===== config.mk =====
export PLATFORM = sky130hd
export DESIGN_NAME = mdio_master
export DESIGN_NICKNAME = d
export VERILOG_FILES = /design/src/rtl/mdio_pkg.sv /design/src/rtl/mdio_ctrl.sv /design/src/rtl/mdio_dp.sv /design/src/rtl/mdio_master.sv
export SDC_FILE = /design/constraint.sdc
export NUM_CORES = 1
export LEC_CHECK = 0
export BUFFER_PORTS_ARGS = -buffer_cell sky130_fd_sc_hd__buf_4
export CAP_MARGIN = 25
export CORE_ASPECT_RATIO = 1.75
export CORE_MARGIN = 3
export CORE_UTILIZATION = 52
export CTS_CLUSTER_SIZE = 24
export DETAILED_ROUTE_END_ITERATION = 16
export GPL_ROUTABILITY_DRIVEN = 0
export HOLD_SLACK_MARGIN = 0.08
export PLACE_DENSITY = 0.75
export SLEW_MARGIN = 25
export SYNTH_ARGS = -nofsm -noshare
export SYNTH_HDL_FRONTEND = slang
export SYNTH_SLANG_ARGS = --single-unit

===== constraint.sdc =====
create_clock -name clk -period 1.8 [get_ports clk]
set_input_delay 0.27 -clock clk [delete_from_list [all_inputs] [get_ports clk]]
set_output_delay 0.27 -clock clk [all_outputs]
set_load 0.01 [all_outputs]

===== src/rtl/mdio_pkg.sv =====
package mdio_pkg;

  localparam int ADDR_W   = 5;
  localparam int DATA_W   = 16;

  // frame geometry in bit slots
  localparam int PRE_LEN  = 32;
  localparam int HDR_LEN  = 4 + 2 * ADDR_W;           // start, opcode, two addresses
  localparam int RD_TAIL  = 2 + DATA_W + 1;           // turnaround, data, idle
  localparam int WR_WORD  = HDR_LEN + 2 + DATA_W;     // whole write command word
  localparam int WR_TAIL  = 2;
  localparam int RD_SLOTS = PRE_LEN + HDR_LEN + RD_TAIL;
  localparam int WR_SLOTS = PRE_LEN + WR_WORD + WR_TAIL;
  localparam int RD_DRIVE = PRE_LEN + HDR_LEN;        // first released slot of a read
  localparam int WR_DRIVE = PRE_LEN + WR_WORD;        // first released slot of a write
  localparam int SLOT_W   = $clog2(WR_SLOTS + 1);
  localparam int OUT_W    = PRE_LEN + WR_WORD;
  localparam int CAP_W    = RD_TAIL;

  localparam logic [1:0] FLD_START = 2'b01;
  localparam logic [1:0] FLD_OP_RD = 2'b10;
  localparam logic [1:0] FLD_OP_WR = 2'b01;
  localparam logic [1:0] FLD_TURN  = 2'b10;

  localparam logic [ADDR_W-1:0] STATUS_REG = ADDR_W'(1);

  // strobes from control to datapath
  typedef struct packed {
    logic load;     // request accepted this edge
    logic shift;    // advance to next output bit
    logic capture;  // sample input bit
    logic finish;   // frame complete
  } dpStrobe_t;

endpackage


===== src/rtl/mdio_ctrl.sv =====
module mdio_ctrl
  import mdio_pkg::*;
#(
  parameter int HALF_CYCLES = 25
) (
  input  logic      clk,
  input  logic      rstN,
  input  logic      reqValid,
  input  logic      reqWrite,
  output logic      busy,
  output logic      done,
  output logic      mdc,
  output logic      drvEn,
  output dpStrobe_t strb
);

  localparam int DIV_W = (HALF_CYCLES > 1) ? $clog2(HALF_CYCLES) : 1;
  localparam logic [DIV_W-1:0]  DIV_LAST  = DIV_W'(HALF_CYCLES - 1);
  localparam logic [SLOT_W-1:0] RD_LAST   = SLOT_W'(RD_SLOTS - 1);
  localparam logic [SLOT_W-1:0] WR_LAST   = SLOT_W'(WR_SLOTS - 1);
  localparam logic [SLOT_W-1:0] RD_REL    = SLOT_W'(RD_DRIVE);
  localparam logic [SLOT_W-1:0] WR_REL    = SLOT_W'(WR_DRIVE);

  typedef enum logic {ST_IDLE, ST_RUN} state_t;

  state_t            state;
  logic [DIV_W-1:0]  divCnt;
  logic              phaseHigh;
  logic [SLOT_W-1:0] slot;
  logic              wrQ;

  logic running;
  logic tick;
  logic lastSlot;
  logic [SLOT_W-1:0] relSlot;

  always_comb begin
    running       = (state == ST_RUN);
    tick          = running && (divCnt == DIV_LAST);
    lastSlot      = (slot == (wrQ ? WR_LAST : RD_LAST));
    relSlot       = wrQ ? WR_REL : RD_REL;
    strb.load     = (state == ST_IDLE) && reqValid;
    strb.capture  = tick && !phaseHigh && !wrQ && (slot >= RD_REL);
    strb.shift    = tick && phaseHigh && !lastSlot;
    strb.finish   = tick && phaseHigh && lastSlot;
    busy          = running;
    mdc           = running && phaseHigh;
    drvEn         = running && (slot < relSlot);
  end

  always_ff @(posedge clk) begin
    if (!rstN) begin
      state     <= ST_IDLE;
      divCnt    <= '0;
      phaseHigh <= 1'b0;
      slot      <= '0;
      wrQ       <= 1'b0;
      done      <= 1'b0;
    end else begin
      done <= 1'b0;
      unique case (state)
        ST_IDLE: begin
          if (reqValid) begin
            state     <= ST_RUN;
            divCnt    <= '0;
            phaseHigh <= 1'b0;
            slot      <= '0;
            wrQ       <= reqWrite;
          end
        end
        ST_RUN: begin
          if (tick) begin
            divCnt <= '0;
            if (!phaseHigh) begin
              phaseHigh <= 1'b1;
            end else begin
              phaseHigh <= 1'b0;
              if (lastSlot) begin
                state <= ST_IDLE;
                done  <= 1'b1;
              end else begin
                slot <= slot + 1'b1;
              end
            end
          end else begin
            divCnt <= divCnt + 1'b1;
          end
        end
        default: state <= ST_IDLE;
      endcase
    end
  end


  done_single_chk: assert property (@(posedge clk) disable iff (!rstN)
    done |=> !done);


  busy_end_chk: assert property (@(posedge clk) disable iff (!rstN)
    $fell(busy) |-> done);


  accept_chk: assert property (@(posedge clk) disable iff (!rstN)
    $rose(busy) |-> $past(reqValid));

endmodule


===== src/rtl/mdio_dp.sv =====
module mdio_dp
  import mdio_pkg::*;
(
  input  logic              clk,
  input  logic              rstN,
  input  dpStrobe_t         strb,
  input  logic              drvEn,
  input  logic              reqWrite,
  input  logic [ADDR_W-1:0] reqPhy,
  input  logic [ADDR_W-1:0] reqReg,
  input  logic [DATA_W-1:0] reqWdata,
  input  logic              mdiIn,
  output logic              mdoOut,
  output logic [DATA_W-1:0] rdData,
  output logic              noPhy
);

  logic [OUT_W-1:0]  outSr;
  logic [CAP_W-1:0]  inSr;
  logic [ADDR_W-1:0] regQ;
  logic              wrQ;
  logic [WR_WORD-1:0] cmdWord;
  logic [DATA_W-1:0] capData;

  always_comb begin
    if (reqWrite)
      cmdWord = {FLD_START, FLD_OP_WR, reqPhy, reqReg, FLD_TURN, reqWdata};
    else
      cmdWord = {FLD_START, FLD_OP_RD, reqPhy, reqReg, {(WR_WORD - HDR_LEN){1'b0}}};
    capData = inSr[DATA_W:1];
    mdoOut  = drvEn & outSr[OUT_W-1];
  end

  always_ff @(posedge clk) begin
    if (!rstN) begin
      outSr  <= '0;
      inSr   <= '0;
      regQ   <= '0;
      wrQ    <= 1'b0;
      rdData <= '0;
      noPhy  <= 1'b0;
    end else begin
      if (strb.load) begin
        outSr <= {{PRE_LEN{1'b1}}, cmdWord};
        inSr  <= '0;
        regQ  <= reqReg;
        wrQ   <= reqWrite;
      end else begin
        if (strb.shift)
          outSr <= {outSr[OUT_W-2:0], 1'b0};
        if (strb.capture)
          inSr <= {inSr[CAP_W-2:0], mdiIn};
      end
      if (strb.finish) begin
        if (wrQ) begin
          noPhy <= 1'b0;
        end else begin
          rdData <= capData;
          noPhy  <= (regQ == STATUS_REG) && ((&capData) || !(|capData));
        end
      end
    end
  end


  capture_released_chk: assert property (@(posedge clk) disable iff (!rstN)
    strb.capture |-> !drvEn);


  preamble_first_chk: assert property (@(posedge clk) disable iff (!rstN)
    strb.load |=> (drvEn && mdoOut));


  result_hold_chk: assert property (@(posedge clk) disable iff (!rstN)
    !$past(strb.finish) |-> ($stable(noPhy) && $stable(rdData)));

endmodule


===== src/rtl/mdio_master.sv =====
module mdio_master
  import mdio_pkg::*;
#(
  parameter int HALF_CYCLES = 25
) (
  input  logic        clk,
  input  logic        rstN,
  input  logic        reqValid,
  input  logic        reqWrite,
  input  logic [4:0]  reqPhy,
  input  logic [4:0]  reqReg,
  input  logic [15:0] reqWdata,
  output logic        busy,
  output logic        done,
  output logic [15:0] rdData,
  output logic        noPhy,
  output logic        mdc,
  output logic        mdoOut,
  output logic        mdoEn,
  input  logic        mdiIn
);

  dpStrobe_t strb;
  logic      drvEn;

  mdio_ctrl #(.HALF_CYCLES(HALF_CYCLES)) u_ctrl (
    .clk      (clk),
    .rstN     (rstN),
    .reqValid (reqValid),
    .reqWrite (reqWrite),
    .busy     (busy),
    .done     (done),
    .mdc      (mdc),
    .drvEn    (drvEn),
    .strb     (strb)
  );

  mdio_dp u_dp (
    .clk      (clk),
    .rstN     (rstN),
    .strb     (strb),
    .drvEn    (drvEn),
    .reqWrite (reqWrite),
    .reqPhy   (reqPhy),
    .reqReg   (reqReg),
    .reqWdata (reqWdata),
    .mdiIn    (mdiIn),
    .mdoOut   (mdoOut),
    .rdData   (rdData),
    .noPhy    (noPhy)
  );

  assign mdoEn = drvEn;


  edge_order_chk: assert property (@(posedge clk) disable iff (!rstN)
    $rose(mdc) |-> ($stable(mdoOut) && $stable(mdoEn)));


  idle_quiet_chk: assert property (@(posedge clk) disable iff (!rstN)
    !busy |-> (!mdoOut && !mdc));

endmodule


==> summary by stage <==
Status
The flow ran to the end, but the final reports show violations. The final reports fail on setup timing.

Synth
The synthesized cell area is between 0.004 and 0.005 mm². For this run, the leading register cell type out of synthesis is dfxtp_1. The share of flip-flops with an asynchronous set or reset after synthesis is 0%. The number of nets in the synthesized netlist is 640.

Yosys mapped a number of flops with a built-in enable equal to 0. By area the synthesized netlist is led by dfxtp_1 48%, nor3_1 9.8%, a21oi_1 5.2%, nor2_1 5.0%, nand2_1 4.2%. The warning count from the yosys run is 0. In the synthesized netlist, the number of instances is between 600 and 700. Synthesis instantiated 41 different standard cells from the library. In the synthesized netlist, the cells that appear most often are 119 x dfxtp_1, 97 x nor3_1, 66 x nor2_1. The library cell with the largest summed area after synthesis is dfxtp_1. The average instance in the mapped netlist occupies between 8 and 9 µm². The area fraction of the dominant cell type after synthesis is 48.1%.

dfxtp_1 is the most common cell in the netlist. The share of the yosys chip area belonging to registers is 48.1%. The number of flip-flops and latches in the synthesized netlist is 119.

Placed design
The post-DP HPWL is 7840 µm. The number of buffers inserted by port buffering is 52. The placement-stage worst setup slack is -0.0570 ns. After detailed placement, the total cell area comes to 0.00556 mm².

Timing
The portion of the clock cycle consumed by the worst path in the final layout is 111%. The final critical delay including setup and external delays is roughly 2.0 ns. For the pin with the worst max-slew slack, the measured transition is 0.527 ns. Setup repair after global routing could not meet its margin everywhere. The count of final hold-check violations is 0.

The setup violation total in the final timing report is 4. Measured against its own limit, the worst slew margin works out to roughly two thirds. The final count of pins violating max slew is 0. The highest achievable clock rate is 0.500 GHz. After layout, the worst setup slack is -0.199 ns. The setup clock skew after layout is 0.00977 ns.

Finish
The sequential standard cell area is about 0.0024 mm². The finished cells cover approximately 0.0065 mm². The relative area change from synthesis to final layout is 30.5%. Fill cells in the final layout number 692. The fraction of final layout cells sized beyond drive strength 1 is 24.4%.

The number of antenna diodes in the final layout is 0. The area occupied by multi-input gates is 0.00249 mm². The post-layout net count is 696.

Route
After detailed routing, the average wire length per cell comes to roughly 16 µm. The detailed router finished its first iteration with 318 violations. The detailed-route via count is 4,692. In the routed design, unresolved DRC markers number 0. The number of iterations in the first detailed-routing pass is 5. The overall routed net length is 13,000 µm. After detailed routing, the number of vias per cell comes to 5.95.

Once detail routing completed, the nets flagged for antenna violations numbered 0.

Setup path
Data on the critical path arrives at its endpoint at 1.73 ns. The element type at the critical path start is a flop. The type of the worst setup path is reg2out.

The critical path data required time is 1.53 ns. Measured in cells, the most critical reg-to-reg path has a length of 7. In this run the worst path has a maximum fanout of 6. The endpoint kind of the worst setup timing path is an output port.

Clock tree
Buffers inserted during clock tree synthesis total 17. The clock reaches the later pin of the worst-skew pair after 0.41 ns. The buffer levels on the longest clock path is 2. The cell at the root of the clock tree is clkbuf_16.

The clock tree from TritonCTS is built. The number of hold buffers added after CTS is 0. The count of H-tree levels built during CTS is 4. The clock-pin transition on the worst setup and hold timing paths is 0.05 ns. The total number of clock tree sinks is 119.

Pwr
For this design the static power due to leakage is 0.00255 µW. The worst-case IR drop observed on VDD is 0.000791 V. The power density of the placed cells is roughly 1000 mW/mm².

Die
The initial cell density of the core is 54.1%. The number of standard-cell rows in the floorplan is 46. In this run the horizontal extent of the chip is between 70 and 80 µm.

The number of ports placed on the die boundary is 53. The floorplan step defined a die boundary enclosing ~0.011 mm². Measured along the y axis, the die boundary spans 135 µm.

The placeable core area is 0.00915 mm².

Global routing
The first global-routing pass estimated around 21,000 µm of wire. The via count of the first global-routing pass came to ~4,500. For this run, the total global-route usage over all layers was measured as 24.2%.

The initial antenna violation count came to 0. Entering global routing, the biggest net connects 46 pins. The total congestion overflow after global routing is 0.

Worst hold path
The path class of the tightest hold or removal check is in2reg. The cell count of the worst hold path is 3.

Flow run
Max-cap violations in this run came to 0.
==> per-stage QoR <==
step | hold WS [ns] | util (%) | std cells | TNS (ns) | power (µW)
after floorplan | 0.406 | - | 602 | 0 | 3130
after global placement | 0.445 | 60.8 | 751 | 0 | 3280
after detailed placement | 0.449 | 60.8 | 751 | -0.205 | 3300
after CTS | 0.110 | 68.5 | 785 | -0.349 | 6490
after global routing | 0.122 | 70.5 | 789 | -1.15 | 6700
final | 0.122 | 70.5 | 789 | -0.418 | 6490
==> power breakdown <==
part	switching (µW)	total, µW	internal [µW]
clock	1140	3200	2060
combinational	260	463	203
sequential	75.3	2830	2750
==> worst paths after layout <==
kind / start / to / slack [ns]
worst min-delay path: mdiIn / u_dp.inSr[0]$_SDFFE_PP0P_ / 0.12
worst max-delay path: u_dp.wrQ$_SDFFE_PN0P_ / mdoEn / -0.20
worst max register to register: u_dp.wrQ$_SDFFE_PN0P_ / u_dp.outSr[13]$_SDFFE_PN0P_ / -0.03
worst min register to register: u_dp.regQ[4]$_SDFFE_PN0P_ / u_dp.regQ[4]$_SDFFE_PN0P_ / 0.45
==> repair_timing <==
action | 4_1_cts | 5_1_grt
endpoints found under the setup margin | 14 | 51
gates resized for setup | 19 | 29
pin swaps | 7 | 9
gates cloned | 1 | 2
setup buffers | 3 | 2
==> placed cells by master (no fill, tap or decap), types with 2 or more instances in the layout <==
master	n
mux2i_1	17
clkinv_4	2
nor3_1	79
a21oi_1	51
nand2b_1	2
ha_1	4
and4_1	2
o21ai_0	32
a31oi_1	7
o211ai_1	2
inv_1	5
nor2_1	66
nand3_1	25
o21a_1	2
dfxtp_1	113
o21ai_1	3
clkbuf_8	5
clkinv_2	3
dfxtp_4	3
clkbuf_16	19
a211oi_1	3
xor2_1	2
ha_4	3
buf_4	77
a41oi_1	2
inv_2	2
nor3_2	17
nand3b_1	2
nor4_1	21
nor4_2	3
nand4_1	5
buf_12	6
nand2_1	55
dfxtp_2	3
buf_6	2
==> worst max-delay path, stage by stage, from the launching register on <==
cell and delay (ns):
dfxtp_4 0.40, inv_4 0.04, ha_4 0.21, a211o_1 0.32
a31oi_1 0.19, buf_4 0.16
==> metal layers <==
layer / up-vias / track usage, % / part of all wire, %
met5: - / 0 / 0
met4: 0 / 9.77 / 2.3
met3: 27 / 6.41 / 5.0
met2: 148 / 43.6 / 55
met1: 2256 / 26.5 / 38
li1: 2261 / - / -
==> flip-flops by register name, summed over array words and instances, names as in the netlist <==
register          count
u_ctrl.divCnt         5
u_dp.inSr            17
u_ctrl.busy           1
u_dp.noPhy            1
u_dp.rdData          16
u_ctrl.done           1
u_ctrl.slot           7
u_ctrl.phaseHigh      1
u_dp.outSr           64
u_dp.wrQ              1
u_dp.regQ             5
==> area by class of cell <==
type	count	area share, %
Multi-Input combinational cell	423	38.6
Timing Repair Buffer	89	12.6
Tap cell	120	2.33
Clock inverter	7	1.09
Sequential cell	119	37.1
Clock buffer	23	7.71
Inverter	8	0.504
==> logic make-up (layout without fill, tap and decap cells) <==
kind of cell               count (synthesis)  in the layout  share of synthesized area (%)
adders and majority gates                  7              7                           1.77
AOI/OAI and AO/OA                        110            110                           12.6
DFF                                      119            119                           48.1
xor gates and xnor gates                   3              3                          0.531
buffers and inverters                     60            127                           5.69
and+or+nand+nor                          285            285                           27.6
muxes                                     18             18                           3.67
Power figures use the tool's default switching activity.
